### config.mk
export PLATFORM = sky130hd
export DESIGN_NAME = nand_wseq
export DESIGN_NICKNAME = d
export VERILOG_FILES = /design/src/rtl/nand_wseq_pkg.sv /design/src/rtl/nand_wseq_cnt.sv /design/src/rtl/nand_wseq_ctrl.sv /design/src/rtl/nand_wseq_bus.sv /design/src/rtl/nand_wseq.sv
export SDC_FILE = /design/constraint.sdc
export NUM_CORES = 1
export LEC_CHECK = 0
export BUFFER_PORTS_ARGS = -buffer_cell sky130_fd_sc_hd__buf_2
export CAP_MARGIN = 10
export CORE_MARGIN = 2
export CORE_UTILIZATION = 48
export DETAILED_ROUTE_END_ITERATION = 16
export MAX_ROUTING_LAYER = met4
export PLACE_DENSITY = 0.82
export SYNTH_ARGS = -nofsm -noshare
export SYNTH_HDL_FRONTEND = slang
export SYNTH_SLANG_ARGS = --single-unit
### constraint.sdc
create_clock -name clk -period 1.89 [get_ports clk]
set_input_delay 0.189 -clock clk [delete_from_list [all_inputs] [get_ports clk]]
set_output_delay 0.189 -clock clk [all_outputs]
set_load 0.02 [all_outputs]
### src/rtl/nand_wseq_pkg.sv
package nand_wseq_pkg;

  typedef enum logic [1:0] {
    KIND_CMD  = 2'b00,
    KIND_ADDR = 2'b01,
    KIND_DATA = 2'b10
  } byte_kind_e;

  typedef enum logic [2:0] {
    PH_IDLE  = 3'd0,
    PH_SETUP = 3'd1,
    PH_WELO  = 3'd2,
    PH_HOLD  = 3'd3,
    PH_GAP   = 3'd4
  } phase_e;

  typedef enum logic [3:0] {
    TM_PERIOD, TM_WE_LO, TM_WE_HI,
    TM_CLE_SU, TM_CLE_HD, TM_CE_SU, TM_CE_HD,
    TM_ALE_SU, TM_ALE_HD, TM_DQ_SU, TM_DQ_HD, TM_ADDR_DATA
  } tmin_e;

  // minimum interval in ns; fast selects the quicker grade
  function automatic int min_ns(bit fast, tmin_e t);
    case (t)
      TM_PERIOD:    return fast ? 30 : 45;
      TM_WE_LO:     return fast ? 15 : 25;
      TM_WE_HI:     return fast ? 10 : 15;
      TM_CLE_SU:    return fast ? 10 : 25;
      TM_CLE_HD:    return fast ? 5  : 10;
      TM_CE_SU:     return fast ? 15 : 35;
      TM_CE_HD:     return fast ? 5  : 10;
      TM_ALE_SU:    return fast ? 10 : 25;
      TM_ALE_HD:    return fast ? 5  : 10;
      TM_DQ_SU:     return fast ? 10 : 20;
      TM_DQ_HD:     return fast ? 5  : 10;
      default:      return 100;
    endcase
  endfunction

  function automatic int imax(int a, int b);
    return (a > b) ? a : b;
  endfunction

  // round a ns interval up to whole clock cycles
  function automatic int ns2cyc(int ns, int clk_ps);
    return (ns * 1000 + clk_ps - 1) / clk_ps;
  endfunction

  function automatic int tcyc(bit fast, tmin_e t, int clk_ps);
    return ns2cyc(min_ns(fast, t), clk_ps);
  endfunction

  // cycles a strobe must be valid before the WE# rising edge
  function automatic int setup_need(bit fast, int clk_ps);
    return imax(imax(tcyc(fast, TM_CLE_SU, clk_ps), tcyc(fast, TM_CE_SU, clk_ps)),
                imax(tcyc(fast, TM_ALE_SU, clk_ps), tcyc(fast, TM_DQ_SU, clk_ps)));
  endfunction

  // cycles after the WE# rising edge before anything may move
  function automatic int hold_need(bit fast, int clk_ps);
    return imax(tcyc(fast, TM_WE_HI, clk_ps),
                imax(imax(tcyc(fast, TM_CLE_HD, clk_ps), tcyc(fast, TM_CE_HD, clk_ps)),
                     imax(tcyc(fast, TM_ALE_HD, clk_ps), tcyc(fast, TM_DQ_HD, clk_ps))));
  endfunction

  function automatic int welo_cyc(bit fast, int clk_ps);
    return imax(1, tcyc(fast, TM_WE_LO, clk_ps));
  endfunction

  function automatic int setup_cyc(bit fast, int clk_ps);
    return imax(1, setup_need(fast, clk_ps) - welo_cyc(fast, clk_ps));
  endfunction

  function automatic int hold_cyc(bit fast, int clk_ps);
    return imax(imax(1, hold_need(fast, clk_ps)),
                tcyc(fast, TM_PERIOD, clk_ps) - setup_cyc(fast, clk_ps) - welo_cyc(fast, clk_ps));
  endfunction

  // extra idle cycles after a final address byte; one idle cycle always follows
  function automatic int gap_cyc(bit fast, int clk_ps);
    return imax(0, tcyc(fast, TM_ADDR_DATA, clk_ps) - hold_cyc(fast, clk_ps)
                   - setup_cyc(fast, clk_ps) - welo_cyc(fast, clk_ps) - 1);
  endfunction

endpackage

### src/rtl/nand_wseq_cnt.sv
module nand_wseq_cnt #(
  parameter int W = 4
) (
  input  logic         clk,
  input  logic         rst_n,
  input  logic         load,
  input  logic [W-1:0] load_val,
  output logic         zero
);

  logic [W-1:0] cnt_q;

  always_ff @(posedge clk or negedge rst_n) begin
    if (!rst_n)        cnt_q <= '0;
    else if (load)     cnt_q <= load_val;
    else if (cnt_q != '0) cnt_q <= cnt_q - 1'b1;
  end

  assign zero = (cnt_q == '0);

endmodule

### src/rtl/nand_wseq_ctrl.sv
module nand_wseq_ctrl
  import nand_wseq_pkg::*;
#(
  parameter int SETUP_CYC = 1,
  parameter int WE_LO_CYC = 1,
  parameter int HOLD_CYC  = 1,
  parameter int GAP_CYC   = 0,
  parameter int CNT_W     = 4
) (
  input  logic             clk,
  input  logic             rst_n,
  input  logic             in_valid,
  input  logic [1:0]       in_kind,
  input  logic             in_last,
  input  logic             cnt_zero,
  output logic             cnt_load,
  output logic [CNT_W-1:0] cnt_val,
  output phase_e           phase,
  output logic             in_ready,
  output logic             evt_accept,
  output logic             evt_we_rise,
  output logic             evt_cyc_end,
  output logic             last_addr_q
);

  localparam logic [CNT_W-1:0] LD_SETUP = CNT_W'(SETUP_CYC - 1);
  localparam logic [CNT_W-1:0] LD_WELO  = CNT_W'(WE_LO_CYC - 1);
  localparam logic [CNT_W-1:0] LD_HOLD  = CNT_W'(HOLD_CYC - 1);
  localparam logic [CNT_W-1:0] LD_GAP   = CNT_W'((GAP_CYC > 0) ? GAP_CYC - 1 : 0);
  localparam bit               HAS_GAP  = (GAP_CYC > 0);

  phase_e phase_q, phase_d;

  assign in_ready    = (phase_q == PH_IDLE);
  assign evt_accept  = in_ready && in_valid;
  assign evt_we_rise = (phase_q == PH_WELO) && cnt_zero;
  assign evt_cyc_end = (phase_q == PH_HOLD) && cnt_zero;
  assign phase       = phase_q;

  always_comb begin
    phase_d  = phase_q;
    cnt_load = 1'b0;
    cnt_val  = '0;
    case (phase_q)
      PH_IDLE: if (evt_accept) begin
        phase_d = PH_SETUP; cnt_load = 1'b1; cnt_val = LD_SETUP;
      end
      PH_SETUP: if (cnt_zero) begin
        phase_d = PH_WELO; cnt_load = 1'b1; cnt_val = LD_WELO;
      end
      PH_WELO: if (evt_we_rise) begin
        phase_d = PH_HOLD; cnt_load = 1'b1; cnt_val = LD_HOLD;
      end
      PH_HOLD: if (evt_cyc_end) begin
        if (HAS_GAP && last_addr_q) begin
          phase_d = PH_GAP; cnt_load = 1'b1; cnt_val = LD_GAP;
        end else begin
          phase_d = PH_IDLE;
        end
      end
      PH_GAP: if (cnt_zero) phase_d = PH_IDLE;
      default: phase_d = PH_IDLE;
    endcase
  end

  always_ff @(posedge clk or negedge rst_n) begin
    if (!rst_n) begin
      phase_q     <= PH_IDLE;
      last_addr_q <= 1'b0;
    end else begin
      phase_q <= phase_d;
      if (evt_accept)
        last_addr_q <= (byte_kind_e'(in_kind) == KIND_ADDR) && in_last;
    end
  end

endmodule

### src/rtl/nand_wseq_bus.sv
module nand_wseq_bus
  import nand_wseq_pkg::*;
(
  input  logic       clk,
  input  logic       rst_n,
  input  logic       capture,
  input  logic [1:0] in_kind,
  input  logic [7:0] in_byte,
  input  phase_e     phase,
  output logic       nand_ce_n,
  output logic       nand_cle,
  output logic       nand_ale,
  output logic       nand_we_n,
  output logic [7:0] nand_dq,
  output logic       nand_dq_oe
);

  logic [7:0] byte_q;
  logic       is_cmd_q;
  logic       is_addr_q;
  logic       on_bus;

  always_ff @(posedge clk or negedge rst_n) begin
    if (!rst_n) begin
      byte_q    <= '0;
      is_cmd_q  <= 1'b0;
      is_addr_q <= 1'b0;
    end else if (capture) begin
      byte_q    <= in_byte;
      is_cmd_q  <= (byte_kind_e'(in_kind) == KIND_CMD);
      is_addr_q <= (byte_kind_e'(in_kind) == KIND_ADDR);
    end
  end

  always_comb begin
    case (phase)
      PH_SETUP, PH_WELO, PH_HOLD: on_bus = 1'b1;
      default:                    on_bus = 1'b0;
    endcase
  end

  assign nand_ce_n  = !on_bus;
  assign nand_cle   = on_bus && is_cmd_q;
  assign nand_ale   = on_bus && is_addr_q;
  assign nand_we_n  = (phase != PH_WELO);
  assign nand_dq    = on_bus ? byte_q : 8'h00;
  assign nand_dq_oe = on_bus;

endmodule

### src/rtl/nand_wseq.sv
module nand_wseq
  import nand_wseq_pkg::*;
#(
  parameter int CLK_PS     = 10000,
  parameter bit FAST_GRADE = 1'b0,
  parameter int SETUP_CYC  = setup_cyc(FAST_GRADE, CLK_PS),
  parameter int WE_LO_CYC  = welo_cyc(FAST_GRADE, CLK_PS),
  parameter int HOLD_CYC   = hold_cyc(FAST_GRADE, CLK_PS),
  parameter int GAP_CYC    = gap_cyc(FAST_GRADE, CLK_PS)
) (
  input  logic       clk,
  input  logic       rst_n,
  input  logic       in_valid,
  output logic       in_ready,
  input  logic [1:0] in_kind,
  input  logic       in_last,
  input  logic [7:0] in_byte,
  output logic       nand_ce_n,
  output logic       nand_cle,
  output logic       nand_ale,
  output logic       nand_we_n,
  output logic [7:0] nand_dq,
  output logic       nand_dq_oe,
  output logic       cyc_done
);

  localparam int LONGEST = imax(imax(SETUP_CYC, WE_LO_CYC), imax(HOLD_CYC, GAP_CYC));
  localparam int CNT_W   = imax(1, $clog2(LONGEST + 1));

  phase_e           phase;
  logic             cnt_load;
  logic [CNT_W-1:0] cnt_val;
  logic             cnt_zero;
  // named events, also observed by the bound checker
  logic             evt_accept;
  logic             evt_we_rise;
  logic             evt_cyc_end;
  logic             cur_last_addr;

  nand_wseq_cnt #(.W(CNT_W)) u_cnt (
    .clk      (clk),
    .rst_n    (rst_n),
    .load     (cnt_load),
    .load_val (cnt_val),
    .zero     (cnt_zero)
  );

  nand_wseq_ctrl #(
    .SETUP_CYC (SETUP_CYC),
    .WE_LO_CYC (WE_LO_CYC),
    .HOLD_CYC  (HOLD_CYC),
    .GAP_CYC   (GAP_CYC),
    .CNT_W     (CNT_W)
  ) u_ctrl (
    .clk         (clk),
    .rst_n       (rst_n),
    .in_valid    (in_valid),
    .in_kind     (in_kind),
    .in_last     (in_last),
    .cnt_zero    (cnt_zero),
    .cnt_load    (cnt_load),
    .cnt_val     (cnt_val),
    .phase       (phase),
    .in_ready    (in_ready),
    .evt_accept  (evt_accept),
    .evt_we_rise (evt_we_rise),
    .evt_cyc_end (evt_cyc_end),
    .last_addr_q (cur_last_addr)
  );

  nand_wseq_bus u_bus (
    .clk        (clk),
    .rst_n      (rst_n),
    .capture    (evt_accept),
    .in_kind    (in_kind),
    .in_byte    (in_byte),
    .phase      (phase),
    .nand_ce_n  (nand_ce_n),
    .nand_cle   (nand_cle),
    .nand_ale   (nand_ale),
    .nand_we_n  (nand_we_n),
    .nand_dq    (nand_dq),
    .nand_dq_oe (nand_dq_oe)
  );

  assign cyc_done = evt_cyc_end;

endmodule

==> impl_metrics.json, run 1 <==
{
  "status": "finished clean",
  "yosysSeqAreaShare": 0.468,
  "dpl_cell_area_sq_um": 998,
  "routedWlPerCell_um": 11.1,
  "post-route-period-util": 0.898,
  "cts_num_sinks": 16,
  "netSwitchingFraction": 0.413,
  "slew_viol_final": 0,
  "mappedNetlistArea_sq_um": 856,
  "grt_max_degree": 17,
  "synth_top_area_share": 0.468,
  "hold_violations": 0,
  "drv_cap": 0,
  "drt-pass1-iter-count": 2,
  "grt.total_usage": 0.163,
  "period_minus_slack_ns": 1.70,
  "antenna_found_initial": 0,
  "clockPowerShare": 0.110,
  "slew_headroom": 0.774,
  "skew_ns": 0.000771,
  "fillers": 149,
  "htreeDepth": 1,
  "grt.overflow.total": 0,
  "drc": 0,
  "setup_viol": 0,
  "drive_gt1_frac": 0.436,
  "ys.flop_type": "dfrtp_1",
  "grt_pass1_vias": 550,
  "combPwrFrac": 0.575,
  "yosys_warnings": 0,
  "dp_hpwl_um": 1170,
  "synth_top_cells_by_area": "dfrtp_1 47%, mux2_2 11%, and2_1 7.3%, mux2_4 3.5%, nor2_1 3.1%",
  "power_mw": 1.92,
  "io_pins": 29,
  "crit_path_end_kind": "primary output",
  "cts-resized-gates": 0,
  "post_cts_buffers": 0,
  "crit_chain": "inv_1 > ha_1 > nand2_1 > nor2_1 > buf_2",
  "port_buffers": 28,
  "design_area_sq_um": 1040,
  "syn_inst": 80,
  "gp_congestion": 0.790,
  "p_int_mw": 1.13,
  "grt_pass1_wl_um": 2360,
  "crit_slowest_cell": "dfrtp_1",
  "yosys.cell_types.count": 27,
  "row_count": 15,
  "synth.avg_cell_area_sq_um": 10.7,
  "yosys.area.top_type": "dfrtp_1",
  "coreArea_sq_um": 1710,
  "chipHeight_um": 46.2,
  "initial_core_util": 0.501,
  "async_flop_share": 1.00,
  "vias_per_cell": 4.76,
  "slowest_delay_ns": 0.39,
  "worst_pin_slew_ns": 0.340,
  "net-switching-power_uw": 794,
  "tritoncts": "done",
  "worstSetupPathType": "reg -> out",
  "syn_nets": 95,
  "die_w_um": 46.2,
  "yosysMostFrequentCell": "dfrtp_1",
  "synth-edff-count": 0,
  "crit_fanout": 7,
  "path_delay_family": "flip-flops",
  "postRouteAntennaNets": 0,
  "setup_tns_ns": 0,
  "postCtsHoldBufs": 1,
  "vias": 643,
  "numCtsBuffers": 3,
  "max_freq_mhz": 589,
  "dieArea_sq_um": 2140,
  "seqPwrFrac": 0.316,
  "clk_pin_slew_ns": 0.08,
  "crit_arrival_ns": 1.51,
  "utilization": 0.612,
  "cts-root-buf": "clkbuf_4",
  "antennaDiodeCount": 0,
  "clock_latency_ns": 0.27,
  "pwr_density_cell_nw_per_um2": 1840,
  "drtIter0Drc": 4,
  "yosys_register_bits": 16,
  "wl_um": 1490,
  "p_leak_nw": 0.532,
  "area_delta_synth_final_pct": 22.1,
  "vdd_drop_max_v": 0.000784,
  "grt_setup_unrepaired": "no",
  "worstPathRequired_ns": 1.70,
  "hold_class": "in -> reg",
  "nets": 126,
  "clock_tree.buffer_depth": 2,
  "synthTopCellsByCount": "16 x dfrtp_1, 10 x and2_1, 8 x mux2_2, 7 x nor2_1, 6 x inv_1",
  "startpoint_type": "register",
  "crit_buf_inv": 2
}
cell usage in the layout, fill, tap and decap left out, drive strengths merged, types with 2 or more instances in the layout:
master and n:
buf 31, dfrtp 16, and2 10, mux2 10, nor2 7, inv 6, nand2 4, clkbuf 4
o21ai 3, nor3 2, nand2b 2, o31ai 2
layout make-up:
type	instances	area [sq um]	area share
well taps	25	31.3	0.0299
flip-flops and latches	16	400	0.383
repair buffers	32	173	0.165
clock buffers	4	36.3	0.0347
inverters	6	22.5	0.0216
multi-input cells	52	382	0.365
power by group through the flow:
stage	Clock (mW)	Combinational, mW	Sequential [mW]
2_1_floorplan	0	0.894	0.566
3_3_place_gp	0	1.09	0.603
3_5_place_dp	0	1.12	0.613
4_1_cts	0.220	1.12	0.605
5_1_grt	0.233	1.23	0.627
6_report	0.211	1.10	0.607
routing by layer:
| metal | vias to the layer above | global-route usage | routed length, um |
|---|---|---|---|
| li1 | 328 | - | - |
| met1 | 302 | 0.190 | 633 |
| met2 | 11 | 0.269 | 788 |
| met3 | 2 | 0.0353 | 43 |
| met4 | 0 | 0.0686 | 27 |
| met5 | - | - | 0 |
registers in the layout, indices dropped and copies added, names as in the netlist:
| name | flops |
|---|---|
| u_ctrl.phase | 3 |
| u_ctrl.last_addr_q | 1 |
| u_bus.is_cmd_q | 1 |
| u_cnt.cnt_q | 2 |
| u_bus.is_addr_q | 1 |
| u_bus.byte_q | 8 |
cell families after synthesis:
logic type | count (synthesis) | share of synthesized area
buf+inv | 12 | 0.0862
fa+ha+maj | 1 | 0.0146
simple gates | 29 | 0.187
flops | 16 | 0.468
mux | 10 | 0.140
xor+xnor | 1 | 0.0102
compound gates | 11 | 0.0936
path summary, 6_finish.rpt:
check,start,endpoint,slack [ns],cells past startpoint
worst min-delay path,in_kind[1],u_bus.is_cmd_q$_DFFE_PN0P_,0.1,2
worst max register to register,u_ctrl.phase[0]$_DFFE_PN0P_,u_bus.byte_q[2]$_DFFE_PN0P_,0.30,2
worst max-delay path,u_cnt.cnt_q[0]$_DFFE_PN0P_,cyc_done,0.19,5
min in group asynchronous,rst_n,u_ctrl.phase[0]$_DFFE_PN0P_,0.34,2
max in group asynchronous,rst_n,u_cnt.cnt_q[0]$_DFFE_PN0P_,1.30,2
worst min register to register,u_bus.is_cmd_q$_DFFE_PN0P_,u_bus.is_cmd_q$_DFFE_PN0P_,0.48,2
metrics by stage:
| stage | worst slack, ns | cells | hold WS, ns |
|---|---|---|---|
| after floorplan | 0.212 | 80 | -0.107 |
| after global placement | 0.344 | 130 | 0.113 |
| after detailed placement | 0.315 | 130 | 0.112 |
| after CTS | 0.181 | 135 | 0.0913 |
| after global routing | 0.0477 | 135 | 0.0966 |
| final | 0.192 | 135 | 0.0967 |
Power figures use the tool's default switching activity.
==> run 2: changes to the inputs <==
CORE_UTILIZATION = 52   (was 48)
PLACE_DENSITY = 0.87   (was 0.82)
clock period = 2.1 ns   (was 1.89 ns; I/O delays follow)
==> impl_metrics.json, run 2 (synthesis gave the netlist of run 1 again) <==
{
  "status": "finished clean",
  "cp-startpoint": "u_cnt.cnt_q[0]$_DFFE_PN0P_",
  "rr_worst_depth": 2,
  "hold_violations": 0,
  "crit_arrival_ns": 1.59,
  "drive_gt1_frac": 0.425,
  "drv_cap": 0,
  "tritoncts": "done",
  "r2r_end": "u_bus.byte_q[1]$_DFFE_PN0P_",
  "hold_class": "in -> reg",
  "routedWlPerCell_um": 13.5,
  "slew_viol_final": 0,
  "gp_congestion": 0.759,
  "clock_latency_ns": 0.28,
  "grt_max_degree": 17,
  "top_register": "u_bus.byte_q",
  "port_buffers": 28,
  "worst_pin_slew_ns": 0.362,
  "hold-worst-slack_ns": 0.108,
  "vias": 663,
  "p_int_uw": 953,
  "post-route-period-util": 0.857,
  "grt_setup_unrepaired": "no",
  "die_w_um": 44.6,
  "vdd_drop_max_v": 0.000738,
  "p_leak_nw": 0.511,
  "pwr_density_cell_nw_per_um2": 1690,
  "fillers": 127,
  "drc": 0,
  "worstPathRequired_ns": 1.89,
  "initial_core_util": 0.562,
  "startpoint_type": "register",
  "dr_wl_met2_um": 830,
  "reg2reg_slack_ns": 0.45,
  "clock_tree.buffer_depth": 2,
  "grt_pass1_wl_um": 2670,
  "r2r_start": "u_ctrl.phase[1]$_DFFE_PN0P_",
  "net-switching-power_uw": 741,
  "netSwitchingFraction": 0.437,
  "nets": 123,
  "clockPowerShare": 0.093,
  "coreArea_sq_um": 1520,
  "setup_tns_ns": 0,
  "cts_num_sinks": 16,
  "wl_um": 1640,
  "numCtsBuffers": 3,
  "wl_met1_um": 707,
  "crit_fanout": 7,
  "antennaDiodeCount": 0,
  "drtIter0Drc": 17,
  "dieArea_sq_um": 1990,
  "wl_met3_um": 78,
  "top_layer": "met4",
  "slew_headroom": 0.758,
  "worstSetupPathType": "reg -> out",
  "clk_pin_slew_ns": 0.09,
  "drt-pass1-iter-count": 4,
  "chipHeight_um": 44.6,
  "seqPwrFrac": 0.337,
  "htreeDepth": 1,
  "layout_common_cells": "28 x buf_2, 16 x dfrtp_1, 10 x and2_1",
  "grt.total_usage": 0.195,
  "combPwrFrac": 0.570,
  "largest_reg_flops": 8,
  "area_delta_synth_final_pct": 16.8,
  "antenna_found_initial": 0,
  "crit_path_end_kind": "primary output",
  "seqCellArea_sq_um": 400,
  "cp-endpoint": "cyc_done",
  "cts-root-buf": "clkbuf_4",
  "io_pins": 29,
  "grt.overflow.total": 0,
  "period_minus_slack_ns": 1.80,
  "row_count": 14,
  "dp_hpwl_um": 1230,
  "vias_per_cell": 5.43,
  "multiInputGateArea_sq_um": 384,
  "setup_viol": 0,
  "post_cts_buffers": 0,
  "final_common_cell": "buf_2",
  "max_freq_mhz": 556,
  "postRouteAntennaNets": 0,
  "skew_ns": 0.00601,
  "grt_pass1_vias": 645
}
## run 2: timing repair
action | CTS | global route
setup endpoints to repair | 0 | 1
resized for setup | 0 | 1
endpoints found under the hold margin | 16 | 0
hold buffers | 1 | 0
## run 2: how the worst min path moves through the flow
stage	slack (ns)	to	cells past startpoint	start
finish	0.11	u_bus.is_cmd_q$_DFFE_PN0P_	2	in_kind[1]
global route	0.11	u_bus.is_cmd_q$_DFFE_PN0P_	2	in_kind[1]
CTS	0.1	u_bus.is_cmd_q$_DFFE_PN0P_	2	in_kind[1]
detailed placement	0.14	u_ctrl.last_addr_q$_DFFE_PN0P_	1	rst_n
global placement	0.14	u_ctrl.last_addr_q$_DFFE_PN0P_	1	rst_n
floorplan	-0.09	u_bus.byte_q[0]$_DFFE_PN0P_	0	rst_n
## run 2: stage by stage
| stage | instances | util | setup slack [ns] | power (mW) | area, sq um |
|---|---|---|---|---|---|
| final | 122 | 0.656 | 0.301 | 1.69 | 1000 |
| after global routing | 122 | 0.656 | 0.192 | 1.83 | 1000 |
| after CTS | 122 | 0.654 | 0.148 | 1.71 | 997 |
| after detailed placement | 118 | 0.633 | 0.431 | 1.54 | 965 |
| after global placement | 118 | 0.633 | 0.506 | 1.49 | 965 |
| after floorplan | 80 | - | 0.422 | 1.31 | 856 |
## run 2: power by group through the flow
stage	clock, mW	sequential (mW)	combinational (mW)
2_1_floorplan	0	0.510	0.805
3_3_place_gp	0	0.560	0.932
3_5_place_dp	0	0.579	0.962
4_1_cts	0.168	0.572	0.967
5_1_grt	0.175	0.597	1.06
6_report	0.158	0.571	0.965
## run 2: critical path: stages (launching register included)
cell	delay [ns]
dfrtp_1	0.39
inv_1	0.09
ha_1	0.29
nand2_1	0.17
nor2_1	0.17
buf_2	0.19
## run 2: per-layer routing
layer / vias to the layer above / GRT usage
li1: 321 / -
met1: 316 / 0.217
met2: 24 / 0.336
met3: 2 / 0.0245
met4: 0 / 0.103
met5: - / -
## run 2: layout make-up
| type | instances | share of cell area |
|---|---|---|
| clock buffer | 3 | 0.0225 |
| inverter | 6 | 0.0225 |
| multi-input combinational | 52 | 0.384 |
| sequential | 16 | 0.401 |
| tap | 16 | 0.0200 |
| timing repair buffer | 29 | 0.150 |
==> run 3: changes to the inputs <==
GPL_TIMING_DRIVEN = 0   (was default)
RECOVER_POWER = 100   (was default)
==> impl_metrics.json, run 3 (synthesis gave the netlist of run 1 again) <==
{
  "die_w_um": 44.6,
  "gp_congestion": 0.760,
  "clock_latency_ns": 0.28,
  "antenna_found_initial": 0,
  "vias": 652,
  "nets": 129,
  "drtIter0Drc": 9,
  "crit_slowest_cell": "or4b_4",
  "cts_num_sinks": 16,
  "setup_viol": 0,
  "htreeDepth": 1,
  "crit_path_end_kind": "register",
  "worstSetupPathType": "reg -> reg",
  "hold_violations": 0,
  "status": "finished clean",
  "setup_tns_ns": 0,
  "drive_gt1_frac": 0.372,
  "grt_pass1_vias": 614,
  "crit_chain": "buf_2 > or4b_4 > clkbuf_1 > clkbuf_2 > mux2_1",
  "cts-root-buf": "clkbuf_4",
  "grt.overflow.total": 0,
  "port_buffers": 28,
  "drt-pass1-iter-count": 5,
  "wl_um": 1490,
  "tritoncts": "done",
  "dieArea_sq_um": 1990,
  "worstPathRequired_ns": 2.27,
  "post_cts_buffers": 0,
  "routedWlPerCell_um": 11.6,
  "slew_headroom": 0.447,
  "largest_reg_flops": 8,
  "drv_cap": 0,
  "startpoint_type": "register",
  "dp_hpwl_um": 1160,
  "vdd_drop_max_v": 0.000846,
  "antennaDiodeCount": 0,
  "grt_setup_unrepaired": "no",
  "clock_tree.buffer_depth": 2,
  "hold-worst-slack_ns": 0.115,
  "drc": 0,
  "slowest_delay_ns": 0.50,
  "area_delta_synth_final_pct": 20.5,
  "chipHeight_um": 44.6,
  "coreArea_sq_um": 1520,
  "row_count": 14,
  "worst_pin_slew_ns": 0.830,
  "vias_per_cell": 5.05,
  "grt.total_usage": 0.184,
  "postRouteAntennaNets": 0,
  "slew_viol_final": 0,
  "io_pins": 29,
  "initial_core_util": 0.562,
  "clk_pin_slew_ns": 0.09,
  "top_register": "u_bus.byte_q",
  "hold_class": "in -> reg",
  "grt_pass1_wl_um": 2520,
  "max_freq_mhz": 519,
  "grt_max_degree": 17,
  "crit_fanout": 10,
  "crit_arrival_ns": 2.09,
  "final_common_cell": "buf_2",
  "p_leak_nw": 0.509,
  "skew_ns": 0.00686,
  "numCtsBuffers": 3,
  "layout_common_cells": "20 x buf_2, 16 x dfrtp_1, 8 x mux2_2",
  "pwr_density_cell_nw_per_um2": 1670,
  "post-route-period-util": 0.917,
  "period_minus_slack_ns": 1.93
}
==> run 3: stage by stage <==
| step | util | power (mW) | setup slack, ns | instance area (sq um) | std cells |
|---|---|---|---|---|---|
| after floorplan | - | 1.31 | 0.422 | 856 | 80 |
| after global placement | 0.667 | 1.55 | 0.386 | 1020 | 124 |
| after detailed placement | 0.667 | 1.58 | 0.384 | 1020 | 124 |
| after CTS | 0.697 | 1.79 | 0.214 | 1060 | 129 |
| after global routing | 0.677 | 1.87 | 0.0439 | 1030 | 129 |
| final | 0.677 | 1.72 | 0.173 | 1030 | 129 |
==> run 3: layout make-up <==
class / count / area, sq um
fillers: 130 / 493
flip-flops and latches: 16 / 400
multi-input cells: 52 / 374
repair buffers: 29 / 144
clock buffers: 4 / 36.3
plain buffers: 6 / 33.8
inverters: 6 / 22.5
well taps: 16 / 20.0
==> run 3: per-layer routing <==
layer,wire [um],GRT usage,vias to the layer above
li1,-,-,331
met1,622,0.221,301
met2,784,0.301,18
met3,72,0.0490,2
met4,11,0.0545,0
met5,0,-,-
==> run 3: timing repair <==
item	CTS	global route
endpoints found under the hold margin	16	0
resized for setup	0	0
hold buffers	1	0
==> run 3: power breakdown <==
part	switching (mW)	leakage, nW	internal, mW
Combinational	0.571	0.293	0.427
Sequential	0.0649	0.195	0.457
Clock	0.0931	0.0210	0.105
Total	0.729	0.509	0.990
==> run 3: critical path, delay by kind of cell, from the launching register on <==
| family | cells | cell delay (ns) |
|---|---|---|
| buffers and inverters | 3 | 0.60 |
| muxes | 1 | 0.34 |
| DFF | 1 | 0.37 |
| and+or+nand+nor | 1 | 0.50 |
==> run 3: final timing paths <==
| path | startpoint | endpoint | slack, ns | cells past startpoint |
|---|---|---|---|---|
| setup / recovery | u_ctrl.phase[0]$_DFFE_PN0P_ | u_bus.byte_q[2]$_DFFE_PN0P_ | 0.17 | 5 |
| hold / removal | in_kind[1] | u_bus.is_cmd_q$_DFFE_PN0P_ | 0.11 | 2 |
| setup reg to reg | u_ctrl.phase[0]$_DFFE_PN0P_ | u_bus.byte_q[2]$_DFFE_PN0P_ | 0.17 | 5 |
| hold reg to reg | u_bus.is_cmd_q$_DFFE_PN0P_ | u_bus.is_cmd_q$_DFFE_PN0P_ | 0.48 | 2 |
| max in group asynchronous | rst_n | u_bus.byte_q[0]$_DFFE_PN0P_ | 1.06 | 2 |
| min in group asynchronous | rst_n | u_cnt.cnt_q[0]$_DFFE_PN0P_ | 0.52 | 2 |
